--- src/rtl/addr_latch_pkg.sv ---
package addr_latch_pkg;

  typedef enum logic [1:0] {
    LM_HOLD  = 2'd0,
    LM_WRITE = 2'd1,
    LM_CLEAR = 2'd2,
    LM_DEMUX = 2'd3
  } lmode_e;

  // Map the two control pins onto an operating mode.
  function automatic lmode_e lm_decode(input logic wr_dis, input logic clr);
    lmode_e m;
    case ({clr, wr_dis})
      2'b00:   m = LM_WRITE;
      2'b01:   m = LM_HOLD;
      2'b11:   m = LM_CLEAR;
      default: m = LM_DEMUX;
    endcase
    return m;
  endfunction

  // Next value of one storage bit; also what the bit shows this cycle.
  function automatic logic lm_next_bit(input lmode_e m, input logic sel,
                                       input logic din, input logic cur);
    logic v;
    case (m)
      LM_HOLD:  v = cur;
      LM_WRITE: v = sel ? din : cur;
      LM_CLEAR: v = 1'b0;
      LM_DEMUX: v = sel ? din : 1'b0;
      default:  v = cur;
    endcase
    return v;
  endfunction

endpackage

--- src/rtl/latch_mode_dec.sv ---
module latch_mode_dec
  import addr_latch_pkg::*;
(
  input  logic   wr_dis_i,
  input  logic   clr_i,
  output lmode_e mode_o,
  output logic   write_en_o,
  output logic   clear_all_o,
  output logic   demux_on_o
);

  lmode_e mode_w;

  assign mode_w      = lm_decode(wr_dis_i, clr_i);
  assign mode_o      = mode_w;
  assign write_en_o  = (mode_w == LM_WRITE);
  assign clear_all_o = (mode_w == LM_CLEAR);
  assign demux_on_o  = (mode_w == LM_DEMUX);

endmodule

--- src/rtl/latch_addr_dec.sv ---
module latch_addr_dec #(
  parameter int NBITS  = 8,
  parameter int ADDR_W = (NBITS > 1) ? $clog2(NBITS) : 1
) (
  input  logic [ADDR_W-1:0] addr_i,
  output logic [NBITS-1:0]  sel_o
);

  for (genvar g = 0; g < NBITS; g++) begin : g_sel
    assign sel_o[g] = (addr_i == ADDR_W'(g));
  end

endmodule

--- src/rtl/latch_bit_slice.sv ---
module latch_bit_slice
  import addr_latch_pkg::*;
(
  input  logic   clk,
  input  logic   rst_n,
  input  lmode_e mode_i,
  input  logic   sel_i,
  input  logic   din_i,
  output logic   view_o,
  output logic   store_o
);

  logic store_q;
  logic nxt_w;

  assign nxt_w = lm_next_bit(mode_i, sel_i, din_i, store_q);

  always_ff @(posedge clk or negedge rst_n) begin
    if (!rst_n) store_q <= 1'b0;
    else        store_q <= nxt_w;
  end

  assign view_o  = nxt_w;
  assign store_o = store_q;

endmodule

--- src/rtl/addr_latch.sv ---
module addr_latch
  import addr_latch_pkg::*;
#(
  parameter int NBITS  = 8,
  parameter int ADDR_W = (NBITS > 1) ? $clog2(NBITS) : 1
) (
  input  logic              clk,
  input  logic              rst_n,
  input  logic [ADDR_W-1:0] addr_i,
  input  logic              din_i,
  input  logic              wr_dis_i,
  input  logic              clr_i,
  output logic [NBITS-1:0]  q_o
);

  lmode_e            mode;
  logic              write_en;
  logic              clear_all;
  logic              demux_on;
  logic [NBITS-1:0]  sel_vec;
  logic [NBITS-1:0]  store_q;

  latch_mode_dec u_mode (
    .wr_dis_i    (wr_dis_i),
    .clr_i       (clr_i),
    .mode_o      (mode),
    .write_en_o  (write_en),
    .clear_all_o (clear_all),
    .demux_on_o  (demux_on)
  );

  latch_addr_dec #(.NBITS(NBITS), .ADDR_W(ADDR_W)) u_addr (
    .addr_i (addr_i),
    .sel_o  (sel_vec)
  );

  for (genvar b = 0; b < NBITS; b++) begin : g_bit
    latch_bit_slice u_slice (
      .clk     (clk),
      .rst_n   (rst_n),
      .mode_i  (mode),
      .sel_i   (sel_vec[b]),
      .din_i   (din_i),
      .view_o  (q_o[b]),
      .store_o (store_q[b])
    );
  end

endmodule

--- config.mk ---
export PLATFORM = sky130hd
export DESIGN_NAME = addr_latch
export DESIGN_NICKNAME = d
export VERILOG_FILES = /design/src/rtl/addr_latch_pkg.sv /design/src/rtl/latch_mode_dec.sv /design/src/rtl/latch_addr_dec.sv /design/src/rtl/latch_bit_slice.sv /design/src/rtl/addr_latch.sv
export SDC_FILE = /design/constraint.sdc
export NUM_CORES = 1
export LEC_CHECK = 0
export BUFFER_PORTS_ARGS = -buffer_cell sky130_fd_sc_hd__buf_4
export CAP_MARGIN = 20
export CORE_AREA = 2 2 39 41
export DETAILED_ROUTE_END_ITERATION = 10
export DIE_AREA = 0 0 41 43
export GPL_ROUTABILITY_DRIVEN = 0
export PLACE_DENSITY_LB_ADDON = 0.12
export SLEW_MARGIN = 20
export SYNTH_ARGS = -nofsm -noshare
export SYNTH_HDL_FRONTEND = slang
export SYNTH_HIERARCHICAL = 1
export SYNTH_SLANG_ARGS = --single-unit
--- constraint.sdc ---
create_clock -name clk -period 1.7 [get_ports clk]
set_input_delay 0.425 -clock clk [delete_from_list [all_inputs] [get_ports clk]]
set_output_delay 0.425 -clock clk [all_outputs]
set_load 0.005 [all_outputs]
==> impl_metrics.csv, run 1 <==
group,metric,value,unit
run_status,status,"completed",
grt,grt_pass1_vias,340,
timing,tns,0,ps
detailed_routing,routedWlPerCell,12.00,um
detailed_routing,antenna_left,0,
detailed_routing,wirelength,924,um
cells_and_area,diodes,0,
clocking,ctsHtreeMaxLevel,1,
worst_setup_path,cp_num_buf_inv,3,
cells_and_area,final_util,52.80,%
cells_and_area,final_cell_mix,"buf_6 (12), nor2b_1 (8), nand2_2 (8), mux2_4 (8), dfrtp_1 (8)",
pwr,power,0.4255,mW
grt,antenna_found_initial,0,
worst_setup_path,cpPeakStageDelay,310,ps
die,core,1384,um2
timing,rsz0062_at_grt,"yes",
worst_setup_path,required,1270,ps
timing,worst_pin_slew,209.2,ps
cells_and_area,nets,71,
clocking,clkTransAtPathRegs,50,ps
cells_and_area,fillers,136,
worst_setup_path,crit_slowest_cell,"mux2_4",
timing,fin_worst_skew,0,ps
grt,grt_usage,11.93,%
timing,finalMaxSlewViolations,0,
detailed_routing,dr_total_vias,350,
placed_design,portBuffers,15,
yosys,ys_warn_count,6,
die,start_util,34.18,%
worst_setup_path,crit_type,"input pin to output pin",
placed_design,dp_hpwl,645.9,um
grt,grt_overflow,0,
yosys,syn_avg_cell_area,11.26,um2
pwr,power.density,582.4,nW/um2
clocking,clock_latency,240,ps
worst_setup_path,path_delay_family,"buffers and inverters",
detailed_routing,drtPass1Iterations,2,
timing,max_slew_margin,86.02,%
clocking,cts_tree,"done",
detailed_routing,via_per_inst,4.545,
worst_setup_path,timing.rr.start,"g_bit[2].u_slice/store_o",
cells_and_area,largest_reg_flops,8,
die,die_area,1763,um2
detailed_routing,drt_iter0_drc,1,
hold_path,hold_class,"input pin to flop",
worst_setup_path,worst-path-max-fanout,8,
clocking,cts_root_buf,"clkbuf_4",
clocking,cts_inserted_buffers,3,
cells_and_area,layout_commonest_cell,"buf_6",
worst_setup_path,crit_chain,"buf_6 > clkinvlp_4 > nand2_2 > mux2_4 > buf_6",
cells_and_area,drive_gt1_share,72.13,%
timing,final.min_clock_period,1686,ps
timing,whs,509.3,ps
grt,grt_max_degree,9,
yosys,synthesis.nets,50,
worst_setup_path,end_kind,"output pin",
worst_setup_path,start_kind,"input pin",
worst_setup_path,crit_start,"wr_dis_i",
clocking,clock_sinks,8,
pwr,p_leak,0.3611,nW
yosys,synth_cells,42,
die,rows,14,
worst_setup_path,critPathArrivalTime,1260,ps
detailed_routing,drc,0,
grt,grt_pass1_wl,1.407,mm
timing,finalSetupViolations,0,
timing,hold_viol_final,0,
hold_path,hold_path_startpoint,"din_i",
die,die_width,41,um
pwr,peakVddDrop,0.2670,mV
job,maxCapViolations,0,
worst_setup_path,path_common_cell,"buf_6",
die,io_pins,16,
timing,max_freq,593.1,MHz
clocking,ctsLongestPathBuffers,2,
cells_and_area,area_growth,54.50,%
timing,finalCritPeriodShare,99.19,%
die,dieHeight,43,um
placed_design,dp_cells,72,
cells_and_area,instances_no_fill,77,
yosys,syn_area,473.0,um2
area by class of cell:
class | count | area (um2) | area share [%]
Clock buffer | 3 | 22.52 | 3.082
Inverter | 1 | 7.507 | 1.027
Multi-Input combinational cell | 32 | 305.3 | 41.78
Tap cell | 16 | 20.02 | 2.740
Timing Repair Buffer | 17 | 175.2 | 23.97
Sequential cell | 8 | 200.2 | 27.40
worst register-to-register path, delay by kind of cell, from the launching register on:
| kind | cells | cell delay (ps) |
|---|---|---|
| multiplexers | 1 | 270 |
| buffers and inverters | 1 | 130 |
| AND/OR/NAND/NOR | 1 | 130 |
| flip-flops | 1 | 350 |
layer usage:
metal	global-route usage, %	up-vias	wire length [um]
li1	-	180	-
met1	19.08	164	472
met2	13.13	6	424
met3	1.571	0	27
met4	10.00	0	0
met5	0	-	0
power by group:
group          total, mW  internal, mW  switching, mW
clock network      0.139        0.0804         0.0582
logic             0.0883        0.0511         0.0372
registers          0.199         0.197        0.00149
total              0.426         0.329         0.0969
stage by stage:
stage	setup WS (ps)	cell area (um2)
floorplan	292.4	473.0
global placement	-35.02	601.8
detailed placement	-25.07	601.8
CTS	-1.841	666.9
global route	-33.73	730.7
finish	13.85	730.7
worst paths after layout:
check	to	slack, ps	cells after the start
setup / recovery	q_o[2]	10	5
hold / removal	g_bit[0].u_slice/store_o	510	2
setup reg to reg	g_bit[2].u_slice/store_o	720	3
hold reg to reg	g_bit[7].u_slice/store_o	630	2
max in group asynchronous	g_bit[3].u_slice/store_o	1040	2
min in group asynchronous	g_bit[2].u_slice/store_o	530	2
timing repair:
action / CTS / global route
resized for setup: 9 / 16
hold buffers: 1 / 0
cloned: 0 / 0
pin swaps: 0 / 9
setup buffers: 0 / 1
hold endpoints to repair: 8 / 0
setup endpoints to repair: 7 / 8
Power figures use the tool's default switching activity.
==> inputs of run 2 (changes only) <==
Settings changed: BUFFER_PORTS_ARGS -buffer_cell sky130_fd_sc_hd__buf_4 to not set, CTS_CLUSTER_SIZE set to 10, DONT_BUFFER_PORTS set to 1.
==> run 2 against run 1 <==
  * Largest cell class unchanged
  * Cell count shrank 21%
  * First-iteration DRC count unchanged
  * Critical path depth shrank 2
  * Clock skew stayed put
  * Sequential share of layout area up 11 points
  * Design area down 29%
  * Count of clock-buffer cells in the layout unchanged
  * Register-to-register slack better by 110 ps
  * Die area is the same
  * Hold slack worse by 160 ps
  * Non-clock buffer count down 16
  * Via count decreased by 18%
==> impl_metrics.csv, run 2 (synthesis results as in run 1) <==
group,metric,value,unit
run_status,status,"completed",
pwr,power_frac_seq,53.3,%
cells_and_area,nets,55,
detailed_routing,wirelength,847,um
clocking,cts-resized-gates,0,
timing,rsz0062_at_grt,"no",
timing,max_slew_margin,76.41,%
worst_setup_path,reg2reg_slack,830,ps
worst_setup_path,critPathArrivalTime,1050,ps
worst_setup_path,crit_type,"input pin to output pin",
detailed_routing,drt_iter0_drc,1,
hold_path,hold_class,"input pin to flop",
timing,worst_pin_slew,352.7,ps
clocking,ctsHtreeMaxLevel,1,
clocking,clkTransAtPathRegs,50,ps
timing,fin_worst_skew,0,ps
timing,hold_viol_final,0,
pwr,clock_power_share,36.5,%
clocking,clock_sinks,8,
die,rows,14,
pwr,p_leak,0.2620,nW
worst_setup_path,start_kind,"input pin",
placed_design,dp_hpwl,675.1,um
pwr,peakVddDrop,0.1950,mV
detailed_routing,routedWlPerCell,13.89,um
timing,finalCritPeriodShare,86.79,%
job,maxCapViolations,0,
die,die_width,41,um
cells_and_area,largest_reg_flops,8,
placed_design,place_ws,246.1,ps
worst_setup_path,worst-path-max-fanout,8,
clocking,ctsLongestPathBuffers,2,
grt,grt_overflow,0,
worst_setup_path,cp_num_buf_inv,0,
cells_and_area,area_growth,10.32,%
worst_setup_path,path_delay_family,"multiplexers",
clocking,cts_tree,"done",
timing,finalSetupViolations,0,
die,die_area,1763,um2
clocking,postCtsSetupRepairBufs,0,
worst_setup_path,crit_slowest_cell,"mux2_4",
worst_setup_path,end_kind,"output pin",
pwr,power.switching,0.07452,mW
die,start_util,34.18,%
cells_and_area,diodes,0,
grt,grt_pass1_wl,1.386,mm
pwr,p_comb_share,10.2,%
grt,grt_max_degree,9,
die,dieHeight,43,um
timing,max_freq,677.8,MHz
detailed_routing,drtPass1Iterations,2,
placed_design,portBuffers,0,
die,core,1384,um2
placed_design,dp_cells,57,
cells_and_area,instances_no_fill,61,
grt,antenna_found_initial,0,
pwr,sw_frac_of_total,19.94,%
worst_setup_path,cpPeakStageDelay,320,ps
pwr,p_int,0.2993,mW
grt,grt_pass1_vias,325,
die,io_pins,16,
timing,final.min_clock_period,1475,ps
cells_and_area,drive_gt1_share,33.33,%
pwr,power.density,716.4,nW/um2
worst_setup_path,crit_chain,"nor3b_1 > nand2_1 > mux2_4",
detailed_routing,drc,0,
cells_and_area,final_cell_mix,"nor2b_1 (8), nand2_1 (8), mux2_4 (8), dfrtp_1 (8)",
timing,finalWorstSetupSlack,224.6,ps
pwr,power,0.3738,mW
clocking,cts_root_buf,"clkbuf_4",
worst_setup_path,required,1270,ps
grt,grt_usage,12.25,%
timing,finalMaxSlewViolations,0,
timing,tns,0,ps
clocking,clock_latency,240,ps
detailed_routing,dr_total_vias,286,
detailed_routing,via_per_inst,4.689,
clocking,cts_inserted_buffers,3,
detailed_routing,antenna_left,0,
[run 2: changes by cell type in the layout (fill, tap and decap cells not counted), sizes merged]
cell,before,now
clkinvlp,1,0
inv,0,1
buf,16,0
[run 2: what timing repair did]
item / in CTS / in global routing
hold endpoints to repair: 8 / 0
hold buffers: 1 / 0
setup endpoints to repair: 0 / 0
[run 2: layout make-up]
type,count,area (um2)
fill,131,862.1
clock buffer,3,22.52
sequential,8,200.2
tap,16,20.02
multi-input combinational,32,265.3
timing repair buffer,1,10.01
inverter,1,3.754
[run 2: power by group through the flow]
stage	clock [mW]	sequential [mW]	combinational [mW]
6_report	0.136	0.199	0.0382
5_1_grt	0.151	0.199	0.0417
3_5_place_dp	0	0.202	0.0334
4_1_cts	0.147	0.199	0.0390
3_3_place_gp	0	0.202	0.0334
2_1_floorplan	0	0.201	0.0320
[run 2: stage by stage]
stage               hold slack, ps  utilization [%]  instance area [um2]
global placement             129.6            35.35                489.2
finish                       346.3            37.70                521.8
CTS                          334.1            37.70                521.8
global route                 335.6            37.70                521.8
floorplan                    129.4                -                473.0
detailed placement           129.7            35.35                489.2
[run 2: worst paths after layout]
kind / to / start / depth (start not counted)
min reg2reg: g_bit[4].u_slice/store_o / g_bit[4].u_slice/store_o / 2
min: g_bit[1].u_slice/store_o / din_i / 1
max in group asynchronous: g_bit[7].u_slice/store_o / rst_n / 1
max reg2reg: g_bit[0].u_slice/store_o / g_bit[0].u_slice/store_o / 2
min in group asynchronous: g_bit[2].u_slice/store_o / rst_n / 1
max: q_o[4] / addr_i[1] / 3
[run 2: per-layer routing]
metal	routed length (um)	track usage (%)	vias to the layer above
met5	0	0	-
met1	364	15.84	132
li1	-	-	148
met2	441	16.88	6
met4	0	12.00	0
met3	42	0.5236	0
==> inputs of run 3 (changes only) <==
Settings changed: SYNTH_HIERARCHICAL 1 to not set.
==> run 3 against run 2 <==
  * Cell count decreased by 15%
  * Total power decreased by 2.0%
  * Count of clock-buffer cells in the layout unchanged
  * Critical endpoint is now q_o[2]
  * Fmax decreased by 8.3%
  * Critical path type unchanged
  * First-iteration DRC count unchanged
==> impl_metrics.csv, run 3 <==
group,metric,value,unit
detailed_routing,via_per_inst,5.250,
worst_setup_path,crit_slowest_cell,"mux2_2",
detailed_routing,wirelength,809,um
pwr,power.density,764.3,nW/um2
worst_setup_path,reg2reg_slack,790,ps
grt,antenna_found_initial,0,
pwr,p_comb_share,7.9,%
clocking,cts_inserted_buffers,3,
pwr,p_int,0.2949,mW
pwr,power_frac_seq,54.1,%
cells_and_area,area_growth,-1.542,%
yosys,syn_area,486.7,um2
timing,finalSetupViolations,0,
grt,grt_max_degree,9,
detailed_routing,top_layer,"met4",
timing,tns,0,ps
timing,final.min_clock_period,1610,ps
yosys,async_reset_ff_share,100.0,%
detailed_routing,route.met2.wl,335,um
yosys,synth_top_family_by_area,"simple AND/OR/NAND/NOR gates",
clocking,cts_tree,"done",
yosys,ys_warn_count,0,
yosys,synthesis.nets,48,
detailed_routing,routedWlPerCell,15.56,um
timing,max_freq,621.2,MHz
die,dieHeight,43,um
yosys,yosys.area_share.adder,0,%
worst_setup_path,cpPeakStageDelay,400,ps
cells_and_area,nets,46,
die,die_width,41,um
cells_and_area,final_area,479.2,um2
die,die_area,1763,um2
worst_setup_path,crit_type,"input pin to output pin",
yosys,synth.distinct_cells,11,
clocking,ctsHtreeMaxLevel,1,
yosys,synth-simple-area-share,26.48,%
clocking,postCtsSetupRepairBufs,0,
hold_path,hold_class,"input pin to flop",
die,core,1384,um2
detailed_routing,antenna_left,0,
job,maxCapViolations,0,
yosys,syn_avg_cell_area,12.17,um2
die,start_util,35.17,%
grt,grt_usage,10.74,%
detailed_routing,met3_length,108,um
worst_setup_path,end_kind,"output pin",
yosys,ys_top_cells_by_count,"buf_4 (8), dfrtp_1 (8), nor2b_1 (8), mux2_2 (5), nor4b_1 (3)",
placed_design,place_area,446.7,um2
cells_and_area,diodes,0,
yosys,synth_top_area_share,41.13,%
cells_and_area,largest_reg_flops,8,
detailed_routing,drt_iter0_drc,1,
timing,fin_worst_skew,0,ps
worst_setup_path,path_delay_family,"multiplexers",
grt,grt_pass1_wl,1.138,mm
clocking,clock_latency,250,ps
placed_design,dp_hpwl,596,um
timing,worst_pin_slew,386.3,ps
worst_setup_path,crit_chain,"nor4b_1 > mux2_2",
yosys,synth_edf_count,0,
worst_setup_path,cp_num_buf_inv,0,
yosys,ys_ff_latch,8,
pwr,p_leak,0.2109,nW
yosys,synth_cells,40,
yosys,synth_compound_area_share,0,%
worst_setup_path,reg2reg_depth,2,
yosys,synth-xor-area-share,0,%
grt,grt_pass1_vias,290,
grt,grt_overflow,0,
yosys,yosysSeqAreaShare,41.13,%
worst_setup_path,worstReg2RegEnd,"g_bit[6].u_slice.store_o",
cells_and_area,final_cell_mix,"nor2b_1 (8), dfrtp_1 (8), mux2_2 (5), nor4b_1 (3), clkbuf_4 (3)",
pwr,sw_frac_of_total,19.47,%
cells_and_area,drive_gt1_share,33.33,%
timing,rsz0062_at_grt,"no",
timing,finalCritPeriodShare,94.69,%
placed_design,portBuffers,0,
detailed_routing,dr_total_vias,273,
worst_setup_path,timing.rr.start,"g_bit[6].u_slice.store_o",
pwr,peakVddDrop,0.3687,mV
detailed_routing,drc,0,
detailed_routing,m1WireLength,358,um
clocking,ctsLongestPathBuffers,2,
timing,max_slew_margin,74.16,%
worst_setup_path,critPathArrivalTime,1180,ps
run_status,status,"completed",
hold_path,hold_end,"g_bit[5].u_slice.store_o",
worst_setup_path,required,1270,ps
yosys,muxShareOfSynthArea,20.05,%
die,rows,14,
clocking,clock_sinks,8,
die,io_pins,16,
clocking,clkTransAtPathRegs,50,ps
timing,hold_viol_final,0,
yosys,yosysTopAreaCell,"dfrtp_1",
timing,whs,349.6,ps
pwr,power.switching,0.07132,mW
yosys,synth_area_leaders,"dfrtp_1 (41%), buf_4 (12%), mux2_2 (12%)",
worst_setup_path,worst-path-max-fanout,8,
hold_path,hold_depth,1,
worst_setup_path,start_kind,"input pin",
hold_path,hold_path_startpoint,"din_i",
clocking,cts_root_buf,"clkbuf_4",
cells_and_area,fillers,142,
detailed_routing,drtPass1Iterations,2,
pwr,clock_power_share,38.0,%
timing,finalMaxSlewViolations,0,
yosys,synthFlopType,"dfrtp_1",
run 3: metrics by stage:
stage / setup WS (ps) / total power, mW / std cells / util (%)
5_1_grt: 44.83 / 0.3949 / 52 / 34.63
3_3_place_gp: 75.29 / 0.2252 / 48 / 32.28
2_1_floorplan: 54.36 / 0.2315 / 40 / -
3_5_place_dp: 78.01 / 0.2257 / 48 / 32.28
4_1_cts: 78.02 / 0.3754 / 52 / 34.63
6_report: 90.27 / 0.3663 / 52 / 34.63
run 3: power groups by stage:
stage | Combinational [mW] | Sequential (mW) | Clock, mW
finish | 0.0289 | 0.198 | 0.139
global route | 0.0319 | 0.199 | 0.164
CTS | 0.0299 | 0.198 | 0.147
detailed placement | 0.0243 | 0.201 | 0
global placement | 0.0237 | 0.201 | 0
floorplan | 0.0303 | 0.201 | 0
run 3: cells by family after synthesis:
family	after synthesis
multiplexers	8
buffers and inverters	8
AND/OR/NAND/NOR	16
flip-flops	8
run 3: worst max path at each step:
stage | endpoint | cells past startpoint | start | slack (ps)
4_1_cts | q_o[2] | 2 | addr_i[0] | 80
5_1_grt | q_o[2] | 2 | addr_i[0] | 40
6_report | q_o[2] | 2 | addr_i[0] | 90
3_3_place_gp | q_o[4] | 2 | addr_i[1] | 80
3_5_place_dp | q_o[2] | 2 | addr_i[0] | 80
2_1_floorplan | q_o[1] | 3 | addr_i[1] | 50
run 3: repair_timing:
item / CTS / global route
resized for setup: 0 / 0
hold buffers: 1 / 0
endpoints found under the hold margin: 8 / 0
run 3: area by class of cell:
| cell class | instances | area, um2 | area share [%] |
|---|---|---|---|
| Timing Repair Buffer | 1 | 10.01 | 2.089 |
| Sequential cell | 8 | 200.2 | 41.78 |
| Clock buffer | 3 | 22.52 | 4.700 |
| Multi-Input combinational cell | 24 | 226.5 | 47.26 |
| Tap cell | 16 | 20.02 | 4.178 |
run 3: per-layer routing:
metal | vias to the layer above | track usage, %
li1 | 131 | -
met4 | 0 | 10.00
met2 | 17 | 12.81
met1 | 123 | 12.58
met5 | - | 0
met3 | 2 | 6.283
